`config.mk`:
```
export PLATFORM = sky130hd
export DESIGN_NAME = pwr_seq_ctrl
export DESIGN_NICKNAME = d
export VERILOG_FILES = /design/src/rtl/pwr_seq_pkg.sv /design/src/rtl/pwr_seq_timer.sv /design/src/rtl/pwr_seq_outdec.sv /design/src/rtl/pwr_seq_ctrl.sv
export SDC_FILE = /design/constraint.sdc
export NUM_CORES = 1
export LEC_CHECK = 0
export ABC_AREA = 1
export BUFFER_PORTS_ARGS = -buffer_cell sky130_fd_sc_hd__buf_4
export CAP_MARGIN = 0
export CORE_UTILIZATION = 50
export CTS_BUF_LIST = sky130_fd_sc_hd__clkbuf_8
export CTS_CLUSTER_SIZE = 40
export DETAILED_ROUTE_END_ITERATION = 7
export GPL_TIMING_DRIVEN = 0
export PLACE_DENSITY = 0.75
export SYNTH_ARGS = -nofsm -noshare
export SYNTH_HDL_FRONTEND = slang
export SYNTH_SLANG_ARGS = --single-unit
```
`constraint.sdc`:
```
create_clock -name clk -period 1.61 [get_ports clk]
set_clock_uncertainty 0.15 [all_clocks]
set_input_delay 0.4025 -clock clk [delete_from_list [all_inputs] [get_ports clk]]
set_output_delay 0.4025 -clock clk [all_outputs]
set_load 0.05 [all_outputs]
```
`src/rtl/pwr_seq_pkg.sv`:
```
package pwr_seq_pkg;

    typedef enum logic [2:0] {
        S_IDLE,
        S_ARM,
        S_BIAS,
        S_OCP,
        S_INIT,
        S_RAMP,
        S_REG
    } seq_state_t;

    typedef struct packed {
        seq_state_t state;
        logic       ocp_pulse;
        logic       ss_pulse;
    } seq_regs_t;

endpackage

```
`src/rtl/pwr_seq_timer.sv`:
```
module pwr_seq_timer #(
    parameter int CNT_W = 4
) (
    input  logic             clk,
    input  logic             rst_n,
    input  logic             clr,
    input  logic             tick,
    input  logic [CNT_W-1:0] lim,
    output logic             hit
);
    logic [CNT_W-1:0] cnt_d, cnt_q;

    always_comb begin
        cnt_d = cnt_q;
        if (clr) begin
            cnt_d = '0;
        end else if (tick) begin
            cnt_d = cnt_q + 1'b1;
        end
    end

    always_ff @(posedge clk or negedge rst_n) begin
        if (!rst_n) begin
            cnt_q <= '0;
        end else begin
            cnt_q <= cnt_d;
        end
    end

    // last tick of the interval
    assign hit = tick && (cnt_q == lim - 1'b1);

    assert_cnt_in_range_R4: assert property (@(posedge clk) disable iff (!rst_n)
        cnt_q < lim);

endmodule

```
`src/rtl/pwr_seq_outdec.sv`:
```
module pwr_seq_outdec
    import pwr_seq_pkg::*;
(
    input  seq_state_t st,
    input  logic       ocp_pulse,
    input  logic       ss_pulse,
    output logic       ocp_clr,
    output logic       lg_off,
    output logic       ocp_start,
    output logic       ea_en,
    output logic       ss_start,
    output logic       pgood
);
    always_comb begin
        ocp_clr   = (st == S_IDLE);
        lg_off    = (st == S_BIAS) || (st == S_OCP);
        ocp_start = ocp_pulse;
        ea_en     = (st == S_RAMP) || (st == S_REG);
        ss_start  = ss_pulse;
        pgood     = (st == S_REG);
    end
endmodule

```
`src/rtl/pwr_seq_ctrl.sv`:
```
module pwr_seq_ctrl
    import pwr_seq_pkg::*;
#(
    parameter int SETTLE_TICKS = 68,
    parameter int INIT_TICKS   = 4
) (
    input  logic clk,
    input  logic rst_n,
    input  logic vcc_ok,
    input  logic sd_release,
    input  logic tick,
    input  logic ocp_done,
    input  logic ss_done,
    output logic ocp_clr,
    output logic lg_off,
    output logic ocp_start,
    output logic ea_en,
    output logic ss_start,
    output logic pgood
);
    localparam int MAX_TICKS = (SETTLE_TICKS > INIT_TICKS) ? SETTLE_TICKS : INIT_TICKS;
    localparam int CNT_W     = $clog2(MAX_TICKS + 1);
    localparam logic [CNT_W-1:0] SETTLE_LIM = CNT_W'(SETTLE_TICKS);
    localparam logic [CNT_W-1:0] INIT_LIM   = CNT_W'(INIT_TICKS);

    seq_regs_t        r_d, r_q;
    logic             tmr_clr;
    logic             tmr_hit;
    logic [CNT_W-1:0] tmr_lim;
    logic             counting;

    assign tmr_lim  = (r_q.state == S_INIT) ? INIT_LIM : SETTLE_LIM;
    assign counting = (r_q.state == S_BIAS) || (r_q.state == S_INIT);

    pwr_seq_timer #(.CNT_W(CNT_W)) u_timer (
        .clk   (clk),
        .rst_n (rst_n),
        .clr   (tmr_clr),
        .tick  (tick),
        .lim   (tmr_lim),
        .hit   (tmr_hit)
    );

    always_comb begin
        r_d = r_q;
        unique case (r_q.state)
            S_IDLE: if (vcc_ok)     r_d.state = S_ARM;
            S_ARM:  if (sd_release) r_d.state = S_BIAS;
            S_BIAS: if (tmr_hit)    r_d.state = S_OCP;
            S_OCP:  if (ocp_done)   r_d.state = S_INIT;
            S_INIT: if (tmr_hit)    r_d.state = S_RAMP;
            S_RAMP: if (ss_done)    r_d.state = S_REG;
            S_REG:  r_d.state = S_REG;
            default: r_d.state = S_IDLE;
        endcase
        if (!vcc_ok) begin
            r_d.state = S_IDLE;
        end else if (!sd_release && r_q.state != S_IDLE) begin
            r_d.state = S_ARM;
        end
        r_d.ocp_pulse = (r_d.state == S_OCP)  && (r_q.state != S_OCP);
        r_d.ss_pulse  = (r_d.state == S_RAMP) && (r_q.state != S_RAMP);
        tmr_clr       = !counting || (r_d.state != r_q.state);
    end

    always_ff @(posedge clk or negedge rst_n) begin
        if (!rst_n) begin
            r_q <= '{state: S_IDLE, ocp_pulse: 1'b0, ss_pulse: 1'b0};
        end else begin
            r_q <= r_d;
        end
    end

    pwr_seq_outdec u_outdec (
        .st        (r_q.state),
        .ocp_pulse (r_q.ocp_pulse),
        .ss_pulse  (r_q.ss_pulse),
        .ocp_clr   (ocp_clr),
        .lg_off    (lg_off),
        .ocp_start (ocp_start),
        .ea_en     (ea_en),
        .ss_start  (ss_start),
        .pgood     (pgood)
    );

    assert_ocp_pulse_single_R4: assert property (@(posedge clk) disable iff (!rst_n)
        ocp_start |=> !ocp_start);

    assert_ss_pulse_single_R6: assert property (@(posedge clk) disable iff (!rst_n)
        ss_start |=> !ss_start);

    assert_lgoff_release_R5: assert property (@(posedge clk) disable iff (!rst_n)
        ($fell(lg_off) && $past(vcc_ok) && $past(sd_release)) |-> $past(ocp_done));

    assert_pgood_after_done_R7: assert property (@(posedge clk) disable iff (!rst_n)
        $rose(pgood) |-> $past(ss_done));

    assert_supply_drop_R8: assert property (@(posedge clk) disable iff (!rst_n)
        !vcc_ok |=> (ocp_clr && !lg_off && !ea_en && !pgood));

    assert_shutdown_stall_R9: assert property (@(posedge clk) disable iff (!rst_n)
        !sd_release |=> (!lg_off && !ea_en && !pgood && !ocp_start));

endmodule

```
==> impl_results.md <==
- Status: finished, violations left
- Failing checks: setup timing
- Sequential share of the synthesized area: 38.5%
- Cell with the most instances after synthesis: nand2_1
- Worst Setup Start Kind: flop
- Flop2flop setup slack: -70 ps
- Final ANT Viol Nets: 0
- Most frequent CP cell: buf_6
- Utilization after layout: 79.6%
- Mapped Area: 781 µm²
- Async set-reset flop share out of synthesis: 100%
- Clock Tree Root: clkbuf_8
- WP data arrival: 1230 ps
- DR iter-0 viols: 26
- RSZ-0062 raised after global routing: true
- #FFs+latches synth: 12
- # rows: 13
- Critical Path End Type: primary output
- WHS Path Cells: 3
- Yosys cell types: 24
- Max FO, Critical Path: 7
- Yosys Warn Count: 0
- Final Hold Viols: 0
- FF+latch area: 303 µm²
- Die Area: 0.00172 mm²
- CTS tree: yes
- Via-per-instance ratio: 5.39
- Antenna violations before repair: 0
- Multi-input logic area: 453 µm²
- Top Ports: 13
- WL/cell: 13.9 µm
- WP data required: 1060 ps
- Max stage delay on crit path: 360 ps
- Syn Inst Count: 95
- N_diodes: 0
- Placed cells: 122
- Reg2Reg Depth: 8
- Prevailing post-synth register cell: dfrtp_1
- Die height: 41.5 µm
- Deepest clock path buffer count: 2
- Hold Crit Class: input pin to flop
- Worst-path cell chain: buf_6 > nor2_4 > inv_2 > o21ai_2 > buf_6
- Routability cong.: 0.810
- Final nets: 131
- Pwr dens: 833 mW/mm²
- Worst Min Path Start: vcc_ok
- Die width: 41.5 µm
- Syn-to-layout area delta: 41.0%
- Worst Hold End: r_q[2]
- Register clock-pin slew on the reported worst setup and hold paths: 50 ps
- Port Buffer Count: 12
- Total power: 918 µW
- Syn Nets: 103
- Slew @ Worst Pin: 236 ps
- Synth Area per Inst: 8.22 µm²
- Fin crit share: 111%
- Max Clk Rate: 0.559 GHz
- CP Class: flop to primary output
- Vias in the first global route: 718
- H-Tree Level Count: 1
- Fill count: 81
- Final setup TNS: -1010 ps
- Final setup violation count: 11
- Max_cap viols: 0
- DR pass1 iterations: 4
- Drt drc: 0
- Total CTS buffers: 3
- Sinks on Clock Net: 12
- Initial Util: 56.5%
- Peak supply drop: 675 µV
- Core Footprint: 0.00138 mm²
- Largest net degree at the start of global routing: 13
- Final HPWL DP: 1.10 mm
- Max-slew headroom: 84.3%
- First-pass GRT wire length: 3.00 mm
- Remaining global-route overflow: 0
- Synth top area cells: dfrtp_1 (38%), nor2_2 (7.2%), nand2_1 (6.3%), inv_1 (5.8%), xor2_1 (5.6%)
- Post-synth top area cell: dfrtp_1
- Leakage power: 0.000510 µW
- R2R Path End: u_timer.cnt_q[1]
- Yosys top cell area share: 38.5%
- Worst R2R Start: r_q[4]
- EDFF count, synth: 0
- Clock latency on the worst-skew pair: 240 ps
- Via Count: 739
- Max-slew violation count: 0
- Share of layout cells above drive strength 1: 46.7%
- Non-filler instance count after layout: 137
- GR Util All Layers: 23.7%
- Crit-path slowest cell: dfrtp_1
- Post-synth top cells: nand2_1 (13), dfrtp_1 (12), inv_1 (12)
- WL final: 1.90 mm
- Setup ws final: -177 ps
- Period minus WS final: 1790 ps
[per-stage QoR]
step / cell area [µm²] / worst slack, ps / hold slack [ps]
finish: 1100 / -177 / 277
floorplan: 796 / -54.4 / -43.1
global route: 1100 / -252 / 277
CTS: 1070 / -149 / 307
global placement: 905 / -21.0 / 96.8
detailed placement: 905 / -28.1 / 99.3
[where the power goes]
part / internal, µW / total [µW] / switching (µW)
Combinational: 111 / 272 / 161
Sequential: 311 / 320 / 9.20
Clock: 216 / 325 / 109
Total: 638 / 918 / 279
[worst max path at each step]
stage | slack (ps) | start | cells after the start | to
2_1_floorplan | -50 | r_q[2] | 4 | ea_en
3_3_place_gp | -20 | r_q[2] | 10 | u_timer.cnt_q[1]
3_5_place_dp | -30 | r_q[2] | 10 | u_timer.cnt_q[5]
4_1_cts | -150 | r_q[2] | 5 | ea_en
5_1_grt | -250 | r_q[2] | 5 | ea_en
6_report | -180 | r_q[2] | 5 | ea_en
[layout by cell type (no fill, tap or decap), types with 3 or more instances in the layout]
cell type / count
buf_4: 18
buf_6: 4
clkbuf_8: 4
dfrtp_1: 10
inv_1: 11
nand2_1: 12
nand2_4: 3
nand3_1: 5
nand3_2: 4
nand4_1: 5
nor2_1: 8
nor2_2: 8
nor2_4: 3
o21ai_2: 3
xor2_1: 5
[per-layer routing]
| layer | up-vias | GRT usage (%) | part of all wire [%] | wire (µm) |
|---|---|---|---|---|
| li1 | 358 | - | - | - |
| met1 | 347 | 26.3 | 43 | 810 |
| met2 | 28 | 38.4 | 49 | 937 |
| met3 | 6 | 8.70 | 5.5 | 105 |
| met4 | 0 | 14.2 | 2.4 | 46 |
| met5 | - | 0 | 0 | 0 |
[logic make-up after synthesis]
| family | after synthesis | share of synthesized area [%] |
|---|---|---|
| DFF | 12 | 38.5 |
| and+or+nand+nor | 50 | 35.9 |
| adders and majority gates | 1 | 1.60 |
| buffers and inverters | 16 | 8.97 |
| AOI/OAI and AO/OA | 9 | 7.05 |
| muxes | 1 | 1.28 |
| xor gates and xnor gates | 6 | 6.73 |
[registers in the layout, summed over array words and instances (netlist names)]
register and cells:
u_timer.cnt_q 7, r_q 5
[area by class of cell]
type	instances	area share [%]
multi-input cells	67	41.1
flip-flops and latches	12	27.5
repair buffers	23	17.6
inverters	15	6.02
clock buffers	4	5.00
well taps	15	1.70
plain buffers	1	1.02
[timing repair]
action | in CTS | in global routing
endpoints found under the setup margin | 11 | 14
gates resized for setup | 12 | 6
hold buffers | 1 | 0
pin swaps | 1 | 1
hold endpoints to repair | 12 | 0
setup buffers | 9 | 1
[critical path: cells and delay by family, from the launching register on]
| kind | cells | cell delay, ps |
|---|---|---|
| compound gates | 1 | 120 |
| buf+inv | 3 | 380 |
| flops | 1 | 360 |
| simple gates | 1 | 120 |
Note: power is estimated with default switching activity, not from simulation.
